===== src/rtl/mdio_mgmt_pkg.sv =====
package mdio_mgmt_pkg;
  localparam int FRAME_LEN    = 64;
  localparam int IDX_W        = $clog2(FRAME_LEN);
  localparam int PREAMBLE_LEN = 32;
  localparam int DATA_W       = 16;
  localparam int TA_FIRST     = 46;
  localparam int TA_SECOND    = 47;
  localparam int DATA_FIRST   = 48;

  localparam int OFS_STATUS = 'h0;
  localparam int OFS_CMD    = 'h8;
  localparam int OFS_RDATA  = 'hC;

  localparam int CMD_VALID_BIT = 31;
  localparam int CMD_RD_BIT    = 2;
  localparam int CMD_WR_BIT    = 1;
  localparam int STAT_BUSY_BIT = 3;
  localparam int RD_ERR_BIT    = 17;

  typedef struct packed {
    logic load;
    logic shiftOut;
    logic sample;
    logic finish;
  } mdioStrb_t;
endpackage


===== src/rtl/mdio_mgmt_ctrl.sv =====
module mdio_mgmt_ctrl
  import mdio_mgmt_pkg::*;
#(
  parameter int DIV_HALF = 2
) (
  input  logic             clk,
  input  logic             rstN,
  input  logic             cmdReq,
  output mdioStrb_t        strb,
  output logic             busy,
  output logic             mdc,
  output logic [IDX_W-1:0] bitIdx
);
  localparam int DIV_W = (DIV_HALF > 1) ? $clog2(DIV_HALF) : 1;

  typedef enum logic {ST_IDLE, ST_RUN} state_t;
  state_t           state;
  logic [DIV_W-1:0] divCnt;
  logic             tick;
  logic             lastBit;

  assign tick    = (state == ST_RUN) && (divCnt == DIV_W'(DIV_HALF - 1));
  assign lastBit = (bitIdx == IDX_W'(FRAME_LEN - 1));
  assign busy    = (state == ST_RUN);

  always_comb begin
    strb.load     = cmdReq && (state == ST_IDLE);
    strb.sample   = tick && !mdc;
    strb.shiftOut = tick && mdc && !lastBit;
    strb.finish   = tick && mdc && lastBit;
  end

  always_ff @(posedge clk) begin
    if (!rstN) begin
      state  <= ST_IDLE;
      divCnt <= '0;
      mdc    <= 1'b0;
      bitIdx <= '0;
    end else if (strb.load) begin
      state  <= ST_RUN;
      divCnt <= '0;
      mdc    <= 1'b0;
      bitIdx <= '0;
    end else if (state == ST_RUN) begin
      divCnt <= tick ? '0 : divCnt + 1'b1;
      if (tick) mdc <= !mdc;
      if (strb.shiftOut) bitIdx <= bitIdx + 1'b1;
      if (strb.finish) begin
        state  <= ST_IDLE;
        bitIdx <= '0;
      end
    end
  end
endmodule


===== src/rtl/mdio_mgmt_datapath.sv =====
module mdio_mgmt_datapath
  import mdio_mgmt_pkg::*;
#(
  parameter int ADDR_W = 4
) (
  input  logic              clk,
  input  logic              rstN,
  input  mdioStrb_t         strb,
  input  logic [IDX_W-1:0]  bitIdx,
  input  logic              busy,
  input  logic              busWrEn,
  input  logic [ADDR_W-1:0] busAddr,
  input  logic [31:0]       busWdata,
  input  logic              mdioIn,
  output logic              cmdReq,
  output logic [31:0]       busRdata,
  output logic              mdioOut,
  output logic              mdioOe,
  output logic              rdErr
);
  logic [FRAME_LEN-1:0] txShift;
  logic [FRAME_LEN-1:0] txFrame;
  logic [DATA_W-1:0]    rxShift;
  logic [DATA_W-1:0]    rdData;
  logic                 isRead;
  logic                 taErr;
  logic                 wantRead;

  assign wantRead = busWdata[CMD_RD_BIT];
  assign cmdReq   = busWrEn && (busAddr == ADDR_W'(OFS_CMD)) && busWdata[CMD_VALID_BIT]
                    && (busWdata[CMD_RD_BIT] ^ busWdata[CMD_WR_BIT]);

  assign txFrame = {{PREAMBLE_LEN{1'b1}}, 2'b01, (wantRead ? 2'b10 : 2'b01),
                    busWdata[29:25], busWdata[24:20], 2'b10, busWdata[19:4]};

  assign mdioOut = txShift[FRAME_LEN-1];
  assign mdioOe  = busy && !(isRead && (bitIdx >= IDX_W'(TA_FIRST)));

  always_ff @(posedge clk) begin
    if (!rstN) begin
      txShift <= '0;
      rxShift <= '0;
      rdData  <= '0;
      isRead  <= 1'b0;
      taErr   <= 1'b0;
      rdErr   <= 1'b0;
    end else begin
      if (strb.load) begin
        txShift <= txFrame;
        isRead  <= wantRead;
        taErr   <= 1'b0;
        rdErr   <= 1'b0;
      end else if (strb.shiftOut) begin
        txShift <= {txShift[FRAME_LEN-2:0], 1'b0};
      end
      if (strb.sample && isRead) begin
        if (bitIdx == IDX_W'(TA_SECOND)) taErr <= mdioIn;
        if (bitIdx >= IDX_W'(DATA_FIRST)) rxShift <= {rxShift[DATA_W-2:0], mdioIn};
      end
      if (strb.finish && isRead) begin
        rdData <= rxShift;
        rdErr  <= taErr;
      end
    end
  end

  always_comb begin
    busRdata = '0;
    if (busAddr == ADDR_W'(OFS_STATUS)) begin
      busRdata[STAT_BUSY_BIT] = busy;
    end else if (busAddr == ADDR_W'(OFS_RDATA)) begin
      busRdata[DATA_W-1:0] = rdData;
      busRdata[RD_ERR_BIT] = rdErr;
    end
  end
endmodule


===== src/rtl/mdio_mgmt_master.sv =====
module mdio_mgmt_master
  import mdio_mgmt_pkg::*;
#(
  parameter int DIV_HALF = 2,
  parameter int ADDR_W   = 4
) (
  input  logic              clk,
  input  logic              rstN,
  input  logic              busWrEn,
  input  logic [ADDR_W-1:0] busAddr,
  input  logic [31:0]       busWdata,
  output logic [31:0]       busRdata,
  output logic              mdc,
  output logic              mdioOut,
  output logic              mdioOe,
  input  logic              mdioIn
);
  mdioStrb_t        strb;
  logic             busy;
  logic             cmdReq;
  logic             rdErr;
  logic [IDX_W-1:0] bitIdx;

  mdio_mgmt_ctrl #(.DIV_HALF(DIV_HALF)) u_ctrl (
    .clk(clk), .rstN(rstN), .cmdReq(cmdReq), .strb(strb),
    .busy(busy), .mdc(mdc), .bitIdx(bitIdx)
  );

  mdio_mgmt_datapath #(.ADDR_W(ADDR_W)) u_dp (
    .clk(clk), .rstN(rstN), .strb(strb), .bitIdx(bitIdx), .busy(busy),
    .busWrEn(busWrEn), .busAddr(busAddr), .busWdata(busWdata), .mdioIn(mdioIn),
    .cmdReq(cmdReq), .busRdata(busRdata), .mdioOut(mdioOut), .mdioOe(mdioOe),
    .rdErr(rdErr)
  );
endmodule


===== config.mk =====
export PLATFORM = sky130hd
export DESIGN_NAME = mdio_mgmt_master
export DESIGN_NICKNAME = d
export VERILOG_FILES = /design/src/rtl/mdio_mgmt_pkg.sv /design/src/rtl/mdio_mgmt_ctrl.sv /design/src/rtl/mdio_mgmt_datapath.sv /design/src/rtl/mdio_mgmt_master.sv
export SDC_FILE = /design/constraint.sdc
export NUM_CORES = 1
export LEC_CHECK = 0
export BUFFER_PORTS_ARGS = -buffer_cell sky130_fd_sc_hd__buf_4
export CORE_MARGIN = 2
export CORE_UTILIZATION = 40
export CTS_CLUSTER_DIAMETER = 40
export CTS_CLUSTER_SIZE = 28
export DETAILED_ROUTE_END_ITERATION = 8
export GPL_TIMING_DRIVEN = 0
export SLEW_MARGIN = 30
export SYNTH_ARGS = -nofsm -noshare
export SYNTH_HDL_FRONTEND = slang
export SYNTH_SLANG_ARGS = --single-unit

===== constraint.sdc =====
create_clock -name clk -period 4.4 [get_ports clk]
set_clock_uncertainty 0.2 [all_clocks]
set_input_delay 0.88 -clock clk [delete_from_list [all_inputs] [get_ports clk]]
set_output_delay 0.88 -clock clk [all_outputs]
set_load 0.02 [all_outputs]

==> impl_metrics.json <==
{
  "post-route-min-period_ns": 3.35,
  "insertedDiodeCount": 0,
  "cts_setup_buffers": 0,
  "synth.top_cell.area_share_pct": 49.0,
  "grt_max_degree": 19,
  "synth_compound_area_share_pct": 21.3,
  "ys.flop_type": "dfxtp_1",
  "cts-resized-gates": 0,
  "vdd_drop_max_mv": 0.276,
  "fp.dieW_um": 109,
  "powerDensity_mw_per_mm2": 348,
  "path_max_fanout": 10,
  "cts_sinks": 108,
  "finalHoldViolations": 0,
  "clk_path_buf_depth": 2,
  "worst_pin_slew_ns": 0.550,
  "insertion_delay_ns": 0.37,
  "grt_pass1_wl_mm": 16.7,
  "layout-drive-gt1-share_pct": 21.1,
  "crit_path_start_kind": "primary input",
  "synth_top_family_by_area": "compound AO/OA/AOI/OAI gates",
  "area_growth_pct": 20.7,
  "place.gp.congestion": 0.817,
  "first_pass_iters": 4,
  "wire_per_inst_um": 14.2,
  "cts_tree": "yes",
  "yosys-top-cells-area": "dfxtp_1 49%, a21oi_1 8.2%, o221a_1 7.4%",
  "antenna_found_initial": 0,
  "layout.nets": 600,
  "htreeDepth": 3,
  "yosysSeqAreaShare_pct": 49.0,
  "yosysUniqueCellTypes": 41,
  "drc_errors": 0,
  "hold_path_class": "flop to flop",
  "timing.final.setup_violations": 0,
  "rsz0062_at_grt": "false",
  "whs_ns": 0.256,
  "leakagePower_uw": 0.00201,
  "drv_slew": 0,
  "wl_mm": 9.99,
  "first_iter_violations": 249,
  "io_buffers": 55,
  "dieArea_mm2": 0.0119,
  "synth-edff-count": 0,
  "ys_warn_count": 0,
  "clkPwrFrac_pct": 42.2,
  "critPathKind": "primary input to primary output",
  "syn_area_mm2": 0.00441,
  "ys_async_sr_fraction_pct": 0,
  "cap_violations": 0,
  "die_h_um": 109,
  "design_power_total_uw": 1850,
  "vias_per_cell": 5.05,
  "finalCritPeriodShare_pct": 76.1,
  "setup_tns_ns": 0,
  "gr-total-overflow": 0,
  "hpwl_mm": 7.12,
  "pwr-share-comb_pct": 4.6,
  "syn_avg_cell_area_um2": 9.22,
  "yosys.area.top_type": "dfxtp_1",
  "worstSetupEndpointType": "primary output",
  "status": "finished clean",
  "setup_ws_ns": 1.05,
  "yosys.area_share.simple_pct": 15.7,
  "slew_headroom_pct": 63.4,
  "critPathArrivalTime_ns": 2.27,
  "postRouteAntennaNets": 0,
  "cts_made_buffers": 9,
  "synth_xor_area_share_pct": 0.993,
  "track_usage_pct": 17.8,
  "cts_hold_buf": 0,
  "clkTransAtPathRegs_ns": 0.10,
  "ioPinCount": 75,
  "clockRootBuffer": "clkbuf_8",
  "synth_mux_area_share_pct": 3.63,
  "coreArea_mm2": 0.0108,
  "p_int_uw": 1460,
  "required_ns": 3.32,
  "synthCells": 478,
  "final_common_cell": "dfxtp_1",
  "vias": 3550,
  "final_cell_mix": "108 x dfxtp_1, 78 x buf_4, 72 x a21oi_1, 67 x nand2_1, 29 x o221a_1",
  "p_sw_uw": 391,
  "initial_core_util_pct": 40.9,
  "synth_fa_ha_area_share_pct": 0.568,
  "rows": 38,
  "place_ws_ns": 1.05,
  "ys_ff_latch": 108,
  "switching_share_pct": 21.1,
  "grt_pass1_vias": 3495,
  "p_seq_share_pct": 53.2,
  "max_clock_freq_mhz": 299
}
-- cell type report --
cell class / instances / area (µm²)
inverters: 2 / 7.51
flip-flops and latches: 108 / 2160
plain buffers: 56 / 373
clock buffers: 9 / 124
multi-input cells: 326 / 1920
clock inverters: 7 / 146
well taps: 140 / 175
repair buffers: 55 / 413
fillers: 1032 / 5470
-- per-layer routing --
layer  routed length (µm)  vias up  track usage [%]
met5                    0        -                0
met4                  128        0             4.95
met3                  466       12             4.48
met2                 4660       63             28.9
met1                 4740     1652             23.6
li1                     -     1823                -
-- path summary, 6_finish.rpt --
check	from	endpoint	slack, ns	cells after the start
worst min-delay path	u_dp.txShift[61]$_SDFFE_PN0P_	u_dp.txShift[62]$_SDFFE_PN0P_	0.26	2
worst max-delay path	busAddr[1]	busRdata[0]	1.05	6
worst max register to register	u_ctrl.bitIdx[1]$_SDFFE_PP0P_	u_dp.txShift[29]$_SDFFE_PN0P_	2.33	7
worst min register to register	u_dp.txShift[61]$_SDFFE_PN0P_	u_dp.txShift[62]$_SDFFE_PN0P_	0.26	2
-- stage by stage --
| step | cells | util, % | instance area, µm² |
|---|---|---|---|
| 6_report | 703 | 49.3 | 5320 |
| 5_1_grt | 703 | 49.3 | 5320 |
| 4_1_cts | 703 | 49.3 | 5320 |
| 3_5_place_dp | 687 | 46.8 | 5050 |
| 3_3_place_gp | 687 | 46.8 | 5050 |
| 2_1_floorplan | 492 | - | 4460 |
-- synth_stat cells, drive strengths merged (3+ instances only) --
master	count
nand4	6
dfxtp	108
buf	44
nand3	16
o221a	30
clkbuf	12
mux2i	16
and3	3
a21oi	73
and2	19
nor2	27
a22oi	10
xor2	3
nand2	68
o21ai	18
-- critical path, stage by stage --
cell	delay, ns
buf_4	0.11
nor2_1	0.21
and3_1	0.41
clkbuf_1	0.33
and2_1	0.19
buf_4	0.14
-- power by group through the flow --
stage	sequential, µW	clock (µW)	combinational (µW)
global placement	1010	0	84.6
CTS	984	801	85.7
floorplan	1010	0	48.3
detailed placement	1010	0	85.4
global route	985	836	93.9
finish	984	781	85.6
-- sequential cells by signal, indices dropped and copies added, names as in the netlist --
name	cells
u_ctrl.bitIdx	6
u_ctrl.busy	1
u_ctrl.divCnt	1
u_ctrl.mdc	1
u_dp.isRead	1
u_dp.rdData	16
u_dp.rdErr	1
u_dp.rxShift	16
u_dp.taErr	1
u_dp.txShift	64
-- cells by family after synthesis --
group,count (synthesis)
AND/OR/NAND/NOR,148
AO/OA/AOI/OAI,140
XOR/XNOR,5
flip-flops,108
other,1
adder cells (fa/ha/maj),2
multiplexers,16
buffers and inverters,58
No activity file was read; power rests on OpenSTA's default activity.
